## src/rtl/uftx_pkg.sv

```systemverilog
package uftx_pkg;

    localparam int CHAR_MAX = 8;
    localparam int CNT_W    = $clog2(CHAR_MAX + 1);
    localparam int CTRL_W   = 9;
    localparam int MODE_W   = 10;

    // control word command bit positions
    localparam int CB_FLUSH   = 1;
    localparam int CB_ENABLE  = 4;
    localparam int CB_DISABLE = 5;
    localparam int CB_BRK_ON  = 7;
    localparam int CB_BRK_OFF = 8;

    typedef enum logic [1:0] {
        LEN8,
        LEN7,
        LEN6
    } char_len_e;

    typedef enum logic [2:0] {
        PAR_EVEN,
        PAR_ODD,
        PAR_ZERO,
        PAR_ONE,
        PAR_NONE
    } par_e;

    typedef enum logic [2:0] {
        ST_IDLE,
        ST_START,
        ST_DATA,
        ST_PAR,
        ST_STOP
    } ser_state_e;

    typedef struct packed {
        char_len_e len;
        par_e      par;
        logic      two_stop;
        logic      loopback;
    } frame_cfg_t;

    typedef struct packed {
        logic flush;
        logic en;
        logic dis;
        logic brk_on;
        logic brk_off;
    } ctrl_cmd_t;

    function automatic frame_cfg_t decode_mode(input logic [MODE_W-1:0] m);
        frame_cfg_t c;
        case (m[2:1])
            2'b10:   c.len = LEN7;
            2'b11:   c.len = LEN6;
            default: c.len = LEN8;
        endcase
        if (m[5]) begin
            c.par = PAR_NONE;
        end else begin
            case (m[4:3])
                2'b00:   c.par = PAR_EVEN;
                2'b01:   c.par = PAR_ODD;
                2'b10:   c.par = PAR_ZERO;
                default: c.par = PAR_ONE;
            endcase
        end
        c.two_stop = m[7];
        c.loopback = (m[9:8] == 2'b10);
        return c;
    endfunction

    function automatic ctrl_cmd_t decode_ctrl(input logic wr, input logic [CTRL_W-1:0] v);
        ctrl_cmd_t k;
        k.flush   = wr & v[CB_FLUSH];
        k.en      = wr & v[CB_ENABLE];
        k.dis     = wr & v[CB_DISABLE];
        k.brk_on  = wr & v[CB_BRK_ON];
        k.brk_off = wr & v[CB_BRK_OFF];
        return k;
    endfunction

    function automatic logic [CNT_W-1:0] char_bits(input char_len_e l);
        case (l)
            LEN7:    return CNT_W'(7);
            LEN6:    return CNT_W'(6);
            default: return CNT_W'(8);
        endcase
    endfunction

    function automatic logic [CHAR_MAX-1:0] char_mask(input char_len_e l);
        logic [CHAR_MAX-1:0] mk;
        for (int i = 0; i < CHAR_MAX; i++) begin
            mk[i] = (i < int'(char_bits(l)));
        end
        return mk;
    endfunction

    function automatic logic calc_parity(input par_e p, input logic [CHAR_MAX-1:0] d,
                                         input char_len_e l);
        logic [CHAR_MAX-1:0] md;
        md = d & char_mask(l);
        case (p)
            PAR_EVEN: return ^md;
            PAR_ODD:  return ~(^md);
            PAR_ONE:  return 1'b1;
            default:  return 1'b0;
        endcase
    endfunction

endpackage

```

## src/rtl/uftx_fifo.sv

```systemverilog
module uftx_fifo #(
    parameter int WIDTH = 8,
    parameter int DEPTH = 16
) (
    input  logic             clk,
    input  logic             rst,
    input  logic             flush,
    input  logic             push,
    input  logic [WIDTH-1:0] din,
    input  logic             pop,
    output logic [WIDTH-1:0] dout,
    output logic             empty,
    output logic             full
);
    localparam int PTR_W = (DEPTH > 1) ? $clog2(DEPTH) : 1;
    localparam int CNT_W = $clog2(DEPTH + 1);
    localparam logic [PTR_W-1:0] LAST_PTR = PTR_W'(DEPTH - 1);
    localparam logic [CNT_W-1:0] FULL_CNT = CNT_W'(DEPTH);

    logic [WIDTH-1:0] mem [DEPTH];
    logic [PTR_W-1:0] wp, rp;
    logic [CNT_W-1:0] cnt;
    logic             do_push, do_pop;

    function automatic logic [PTR_W-1:0] ptr_next(input logic [PTR_W-1:0] p);
        return (p == LAST_PTR) ? '0 : p + 1'b1;
    endfunction

    assign empty   = (cnt == '0);
    assign full    = (cnt == FULL_CNT);
    assign do_push = push & ~full;
    assign do_pop  = pop & ~empty;
    assign dout    = mem[rp];

    always_ff @(posedge clk) begin
        if (rst || flush) begin
            wp  <= '0;
            rp  <= '0;
            cnt <= '0;
        end else begin
            if (do_push) wp <= ptr_next(wp);
            if (do_pop)  rp <= ptr_next(rp);
            case ({do_push, do_pop})
                2'b10:   cnt <= cnt + 1'b1;
                2'b01:   cnt <= cnt - 1'b1;
                default: cnt <= cnt;
            endcase
        end
    end

    always_ff @(posedge clk) begin
        if (do_push) mem[wp] <= din;
    end


    fifo_drop_chk: assert property (@(posedge clk) disable iff (rst)
        (full && push && !pop && !flush) |=> (full && $stable(cnt)));

endmodule

```

## src/rtl/uftx_ctrl.sv

```systemverilog
module uftx_ctrl
    import uftx_pkg::*;
(
    input  logic      clk,
    input  logic      rst,
    input  ctrl_cmd_t cmd,
    output logic      tx_en,
    output logic      brk_on
);
    always_ff @(posedge clk) begin
        if (rst) begin
            tx_en  <= 1'b0;
            brk_on <= 1'b0;
        end else begin
            if (cmd.dis)      tx_en <= 1'b0;
            else if (cmd.en)  tx_en <= 1'b1;

            if (cmd.brk_off)     brk_on <= 1'b0;
            else if (cmd.brk_on) brk_on <= 1'b1;
        end
    end


    dis_wins_chk: assert property (@(posedge clk) disable iff (rst)
        (cmd.en && cmd.dis) |=> !tx_en);


    brk_off_wins_chk: assert property (@(posedge clk) disable iff (rst)
        (cmd.brk_on && cmd.brk_off) |=> !brk_on);

endmodule

```

## src/rtl/uftx_serializer.sv

```systemverilog
module uftx_serializer
    import uftx_pkg::*;
(
    input  logic                clk,
    input  logic                rst,
    input  logic                abort,
    input  logic                tick,
    input  logic                can_start,
    input  logic [CHAR_MAX-1:0] din,
    input  frame_cfg_t          cfg,
    output logic                pop,
    output logic                busy,
    output logic                line
);
    ser_state_e          state;
    frame_cfg_t          cfg_q;
    logic [CHAR_MAX-1:0] sh;
    logic [CNT_W-1:0]    cnt;
    logic                par_q;
    logic                stop_done, last_data, start_now;

    assign last_data = (cnt == char_bits(cfg_q.len) - 1'b1);
    assign stop_done = (state == ST_STOP) && (!cfg_q.two_stop || cnt[0]);
    assign start_now = tick && can_start && !abort &&
                       ((state == ST_IDLE) || stop_done);
    assign pop  = start_now;
    assign busy = (state != ST_IDLE);

    always_comb begin
        case (state)
            ST_START: line = 1'b0;
            ST_DATA:  line = sh[0];
            ST_PAR:   line = par_q;
            default:  line = 1'b1;
        endcase
    end

    always_ff @(posedge clk) begin
        if (rst || abort) begin
            state <= ST_IDLE;
            cnt   <= '0;
            sh    <= '0;
            par_q <= 1'b0;
            cfg_q <= '{len: LEN8, par: PAR_NONE, two_stop: 1'b0, loopback: 1'b0};
        end else if (start_now) begin
            state <= ST_START;
            cnt   <= '0;
            sh    <= din;
            cfg_q <= cfg;
            par_q <= calc_parity(cfg.par, din, cfg.len);
        end else if (tick) begin
            case (state)
                ST_START: begin
                    state <= ST_DATA;
                    cnt   <= '0;
                end
                ST_DATA: begin
                    sh <= sh >> 1;
                    if (last_data) begin
                        state <= (cfg_q.par == PAR_NONE) ? ST_STOP : ST_PAR;
                        cnt   <= '0;
                    end else begin
                        cnt <= cnt + 1'b1;
                    end
                end
                ST_PAR: begin
                    state <= ST_STOP;
                    cnt   <= '0;
                end
                ST_STOP: begin
                    if (stop_done) begin
                        state <= ST_IDLE;
                        cnt   <= '0;
                    end else begin
                        cnt <= cnt + 1'b1;
                    end
                end
                default: state <= ST_IDLE;
            endcase
        end
    end


    bit_hold_chk: assert property (@(posedge clk) disable iff (rst)
        (!tick && !abort) |=> ($stable(state) && $stable(line)));


    abort_idle_chk: assert property (@(posedge clk) disable iff (rst)
        abort |=> (!busy && line));

endmodule

```

## src/rtl/uart_frame_tx.sv

```systemverilog
module uart_frame_tx
    import uftx_pkg::*;
#(
    parameter int FIFO_DEPTH = 16
) (
    input  logic                clk,
    input  logic                rst,
    input  logic                wr_en,
    input  logic [CHAR_MAX-1:0] wr_data,
    input  logic                baud_tick,
    input  logic                ctrl_wr,
    input  logic [CTRL_W-1:0]   ctrl_val,
    input  logic [MODE_W-1:0]   mode_val,
    output logic                tx_out,
    output logic                lb_out,
    output logic                tx_empty,
    output logic                tx_full
);
    ctrl_cmd_t           cmd;
    frame_cfg_t          cfg;
    logic                tx_en, brk_on;
    logic                fifo_empty, pop, busy, ser_line, serial;
    logic [CHAR_MAX-1:0] head;

    assign cmd = decode_ctrl(ctrl_wr, ctrl_val);
    assign cfg = decode_mode(mode_val);

    uftx_ctrl u_ctrl (
        .clk    (clk),
        .rst    (rst),
        .cmd    (cmd),
        .tx_en  (tx_en),
        .brk_on (brk_on)
    );

    uftx_fifo #(
        .WIDTH (CHAR_MAX),
        .DEPTH (FIFO_DEPTH)
    ) u_fifo (
        .clk   (clk),
        .rst   (rst),
        .flush (cmd.flush),
        .push  (wr_en),
        .din   (wr_data),
        .pop   (pop),
        .dout  (head),
        .empty (fifo_empty),
        .full  (tx_full)
    );

    uftx_serializer u_ser (
        .clk       (clk),
        .rst       (rst),
        .abort     (cmd.flush),
        .tick      (baud_tick),
        .can_start (tx_en && !brk_on && !fifo_empty),
        .din       (head),
        .cfg       (cfg),
        .pop       (pop),
        .busy      (busy),
        .line      (ser_line)
    );

    assign serial   = ser_line & ~brk_on;
    assign tx_out   = cfg.loopback ? 1'b1 : serial;
    assign lb_out   = cfg.loopback ? serial : 1'b1;
    assign tx_empty = fifo_empty & ~busy;


    brk_no_launch_chk: assert property (@(posedge clk) disable iff (rst)
        brk_on |-> !pop);


    dis_no_launch_chk: assert property (@(posedge clk) disable iff (rst)
        !tx_en |-> !pop);


    pop_has_data_chk: assert property (@(posedge clk) disable iff (rst)
        pop |-> !fifo_empty);


    empty_rise_chk: assert property (@(posedge clk) disable iff (rst)
        $rose(tx_empty) |-> ($past(busy) || $past(cmd.flush)));

endmodule

```

## config.mk

```make
export PLATFORM = sky130hd
export DESIGN_NAME = uart_frame_tx
export DESIGN_NICKNAME = d
export VERILOG_FILES = /design/src/rtl/uftx_pkg.sv /design/src/rtl/uftx_fifo.sv /design/src/rtl/uftx_ctrl.sv /design/src/rtl/uftx_serializer.sv /design/src/rtl/uart_frame_tx.sv
export SDC_FILE = /design/constraint.sdc
export NUM_CORES = 1
export LEC_CHECK = 0
export BUFFER_PORTS_ARGS = -buffer_cell sky130_fd_sc_hd__buf_2
export CAP_MARGIN = 20
export CORE_UTILIZATION = 55
export CTS_CLUSTER_DIAMETER = 60
export DETAILED_ROUTE_END_ITERATION = 10
export GPL_TIMING_DRIVEN = 0
export PLACE_DENSITY_LB_ADDON = 0.15
export SLEW_MARGIN = 20
export SYNTH_ARGS = -nofsm -noshare
export SYNTH_HDL_FRONTEND = slang
export SYNTH_SLANG_ARGS = --single-unit
```

## constraint.sdc

```tcl
create_clock -name clk -period 2.8 [get_ports clk]
set_clock_uncertainty 0.1 [all_clocks]
set_input_delay 0.14 -clock clk [delete_from_list [all_inputs] [get_ports clk]]
set_output_delay 0.14 -clock clk [all_outputs]
set_load 0.05 [all_outputs]
```

==> flow_metrics.env <==
export IMPL_finalNonFillerCells=744
export IMPL_worstPathArrival_ns=3.08
export IMPL_hold_depth=3
export IMPL_design_portCount=36
export IMPL_final_worst_path_period_need_ns=2.81
export IMPL_tightest_slew_ns=1.06
export IMPL_postRouteAntennaNets=0
export IMPL_drv_max_cap_violation_count=0
export IMPL_setup_violations_final=1
export IMPL_ffs_latches_synth=169
export IMPL_rsz0062_at_grt="yes"
export IMPL_post_synth_num_cell_types=46
export IMPL_clock_sinks=169
export IMPL_remaining_drc_errors=0
export IMPL_die_height_um=115
export IMPL_min_path_type="input port to flop"
export IMPL_root_buffer="sky130_fd_sc_hd__clkbuf_16"
export IMPL_gr_usage_all_layers=0.244
export IMPL_ff2ff_setup_slack_ns=-0.01
export IMPL_die_area_sq_mm=0.0133
export IMPL_final_number_of_max_transition_violations=0
export IMPL_routedLengthMet1_mm=6.65
export IMPL_grt_pass1_wl_mm=22.9
export IMPL_final_period_utilization=1.00
export IMPL_postSynth_asyncResetShare=0
export IMPL_setup_slack_ns=-0.0109
export IMPL_die_x_um=115
export IMPL_timing_worst_setup_path_type="flop to flop"
export IMPL_cp_start_kind="flop"
export IMPL_syn_nets=527
export IMPL_seq_area_frac_synth=0.659
export IMPL_first_global_vias=4234
export IMPL_vdd_ir_drop_max_v=0.000451
export IMPL_detailed_route_via_count=4355
export IMPL_power_density_mw_per_mm2=642
export IMPL_fmaxAchievable_mhz=356
export IMPL_timing_hold_worst_start="ctrl_val[1]"
export IMPL_hpwl_mm=9.52
export IMPL_drive_above_1_share=0.274
export IMPL_wl_per_cell_um=20.3
export IMPL_antenna_cells_inserted=0
export IMPL_cts_clk_slew_worst_paths_ns=0.06
export IMPL_initial_core_util=0.563
export IMPL_antenna_found_initial=0
export IMPL_route_met3_wl_mm=1.10
export IMPL_synth_avg_cell_area_sq_um=14.6
export IMPL_place_port_buffers=28
export IMPL_timing_max_slew_rel_slack=0.289
export IMPL_final_common_cell="sky130_fd_sc_hd__edfxtp_1"
export IMPL_timing_hold_violations_final=0
export IMPL_dp_cells=691
export IMPL_layout_area_overhead_vs_synth_pct=21.3
export IMPL_yosys_most_used_dff="sky130_fd_sc_hd__edfxtp_1"
export IMPL_core_area_sq_mm=0.0126
export IMPL_tritoncts="built"
export IMPL_violated_checks="setup timing"
export IMPL_timing_hold_ws_ns=0.0243
export IMPL_critical_path_max_fanout=5
export IMPL_mappedNetlistArea_sq_mm=0.00707
export IMPL_clk_path_buf_depth=2
export IMPL_cellLeakagePower_nw=2.86
export IMPL_status="complete, but fails checks"
export IMPL_top_layer_used="met4"
export IMPL_finalWirelength_mm=15.1
export IMPL_cells_after_synth=486
export IMPL_crit_path_capture_type="flop"
export IMPL_number_of_synthesized_flops_with_an_enable_pin=128
export IMPL_design_final_nets=604
export IMPL_critical_path_required_ns=3.06
export IMPL_endpoint_of_the_worst_slack_reg_to_reg_timing_path="u_ser.par_q"
export IMPL_placement_rows=41
export IMPL_clk_latency_ns=0.43
export IMPL_cts_buffers_inserted=17
export IMPL_vias_per_cell=5.85
export IMPL_hold_end="u_ser.cfg_q[4]"
export IMPL_met2_length_mm=7.06
export IMPL_first_pass_iteration_count_of_the_detailed_router=5
export IMPL_dr_first_iter_drc_count=367
export IMPL_grt_start_max_net_pins=17
export IMPL_place_gp_congestion=0.783
export IMPL_htree_num_levels=4
export IMPL_gr_total_overflow=0
export IMPL_ff2ff_path_depth=9
export IMPL_leading_cell_types_in_the_layout_fill_and_taps_excluded="128 x sky130_fd_sc_hd__edfxtp_1, 38 x sky130_fd_sc_hd__nor2_1, 36 x sky130_fd_sc_hd__dfxtp_1, 35 x sky130_fd_sc_hd__nand2_1, 32 x sky130_fd_sc_hd__mux4_2"
export IMPL_synth_warnings=0
==> synth_stat cells (3+ instances only) <==
library cell               instances  area (sq um)
sky130_fd_sc_hd__a211oi_1          4          30.0
sky130_fd_sc_hd__nor2_1           43           161
sky130_fd_sc_hd__a22oi_1          19           143
sky130_fd_sc_hd__or4_1             3          22.5
sky130_fd_sc_hd__nor3b_1           4          30.0
sky130_fd_sc_hd__nand3_1           5          25.0
sky130_fd_sc_hd__nand2_1          40           150
sky130_fd_sc_hd__nor3_1            9          45.0
sky130_fd_sc_hd__nor2b_1           5          31.3
sky130_fd_sc_hd__mux4_2           32           721
sky130_fd_sc_hd__mux2i_1           8          80.1
sky130_fd_sc_hd__clkbuf_1         15          56.3
sky130_fd_sc_hd__edfxtp_1        128          3840
sky130_fd_sc_hd__a21oi_1          32           160
sky130_fd_sc_hd__and2_1            4          25.0
sky130_fd_sc_hd__o21ai_1           6          30.0
sky130_fd_sc_hd__buf_2             3          15.0
sky130_fd_sc_hd__buf_4             3          22.5
sky130_fd_sc_hd__nand2b_1          5          31.3
sky130_fd_sc_hd__nor4_1            4          25.0
sky130_fd_sc_hd__o21ai_0           6          30.0
sky130_fd_sc_hd__inv_2             3          11.3
sky130_fd_sc_hd__xnor2_1          11          96.3
sky130_fd_sc_hd__ha_1              9           113
sky130_fd_sc_hd__nand3b_1          5          37.5
sky130_fd_sc_hd__or3_1             6          37.5
sky130_fd_sc_hd__xor2_1            6          52.6
sky130_fd_sc_hd__dfxtp_1          41           821
sky130_fd_sc_hd__inv_1             8          30.0
==> through the flow <==
stage / instance area [sq um] / setup slack (ns) / util / power [W] / setup TNS [ns]
CTS: 8500 / -0.00726 / 0.677 / 0.00550 / -0.00726
global route: 8580 / -0.0928 / 0.683 / 0.00564 / -0.104
floorplan: 7080 / 0.0247 / - / 0.00290 / 0
detailed placement: 7500 / -0.426 / 0.596 / 0.00299 / -3.19
finish: 8580 / -0.0109 / 0.683 / 0.00551 / -0.0109
global placement: 7430 / -0.424 / 0.592 / 0.00298 / -12.80
==> where the power goes <==
part / internal (W) / switching (W) / total [W]
clock: 0.00157 / 0.000948 / 0.00252
sequential: 0.00272 / 0.0000141 / 0.00273
combinational: 0.000117 / 0.000145 / 0.000262
==> critical path: stages, from the launching register on <==
cell                      delay (ns)
sky130_fd_sc_hd__dfxtp_4        0.39
sky130_fd_sc_hd__buf_8          0.14
sky130_fd_sc_hd__mux4_2         0.50
sky130_fd_sc_hd__a22oi_1        0.28
sky130_fd_sc_hd__nand2_1        0.14
sky130_fd_sc_hd__xnor2_1        0.15
sky130_fd_sc_hd__xnor3_2        0.47
sky130_fd_sc_hd__xnor2_2        0.17
sky130_fd_sc_hd__or3_1          0.31
sky130_fd_sc_hd__nand3_1        0.10
==> layout make-up <==
class / instances / area (sq um)
multi-input combinational: 281 / 2380
timing repair buffer: 63 / 493
buffer: 20 / 150
inverter: 11 / 43.8
clock inverter: 11 / 198
sequential: 169 / 4670
clock buffer: 17 / 425
fill: 841 / 3990
tap: 172 / 215
==> metal layers <==
layer | vias up | GRT usage
li1 | 2003 | -
met1 | 2153 | 0.340
met2 | 175 | 0.369
met3 | 24 | 0.0643
met4 | 0 | 0.0970
met5 | - | 0
==> kinds of logic (layout without fill, tap and decap cells) <==
kind of cell | Yosys count | in the layout | synth area share
AOI/OAI and AO/OA | 76 | 76 | 0.0658
xor gates and xnor gates | 18 | 18 | 0.0242
adders and majority gates | 9 | 9 | 0.0159
buffers and inverters | 36 | 122 | 0.0249
DFF | 169 | 169 | 0.659
muxes | 42 | 42 | 0.118
and+or+nand+nor | 136 | 136 | 0.0918
==> registers in the layout, summed over array words and instances (netlist names), named ones only <==
signal,flops
u_fifo.cnt,5
u_ser.sh,8
u_ser.state,3
u_ser.cfg_q,6
u_ctrl.brk_on,1
u_ctrl.tx_en,1
u_fifo.wp,4
u_ser.cnt,4
u_fifo.rp,4
u_ser.par_q,1
u_fifo.mem,128
==> timing repair <==
action / in CTS / in global routing
pin swaps: 14 / 4
setup endpoints to repair: 36 / 4
hold buffers: 20 / 0
cloned: 1 / 0
buffers inserted: 7 / 2
gates resized for setup: 28 / 18
hold endpoints to repair: 137 / 0
==> worst max-delay path by stage <==
stage                               from          endpoint  slack [ns]  cells after the start
after global placement     u_fifo.cnt[2]  u_fifo.mem[3][6]       -0.42                      7
after floorplan           u_ser.state[1]     u_fifo.cnt[4]        0.02                     17
after global routing                flop       u_ser.par_q       -0.09                     10
after detailed placement   u_fifo.cnt[2]     u_fifo.cnt[4]       -0.43                     15
after CTS                           flop       u_ser.par_q      -0.007                     10
final                               flop       u_ser.par_q       -0.01                      9
No activity file was read; power rests on OpenSTA's default activity.
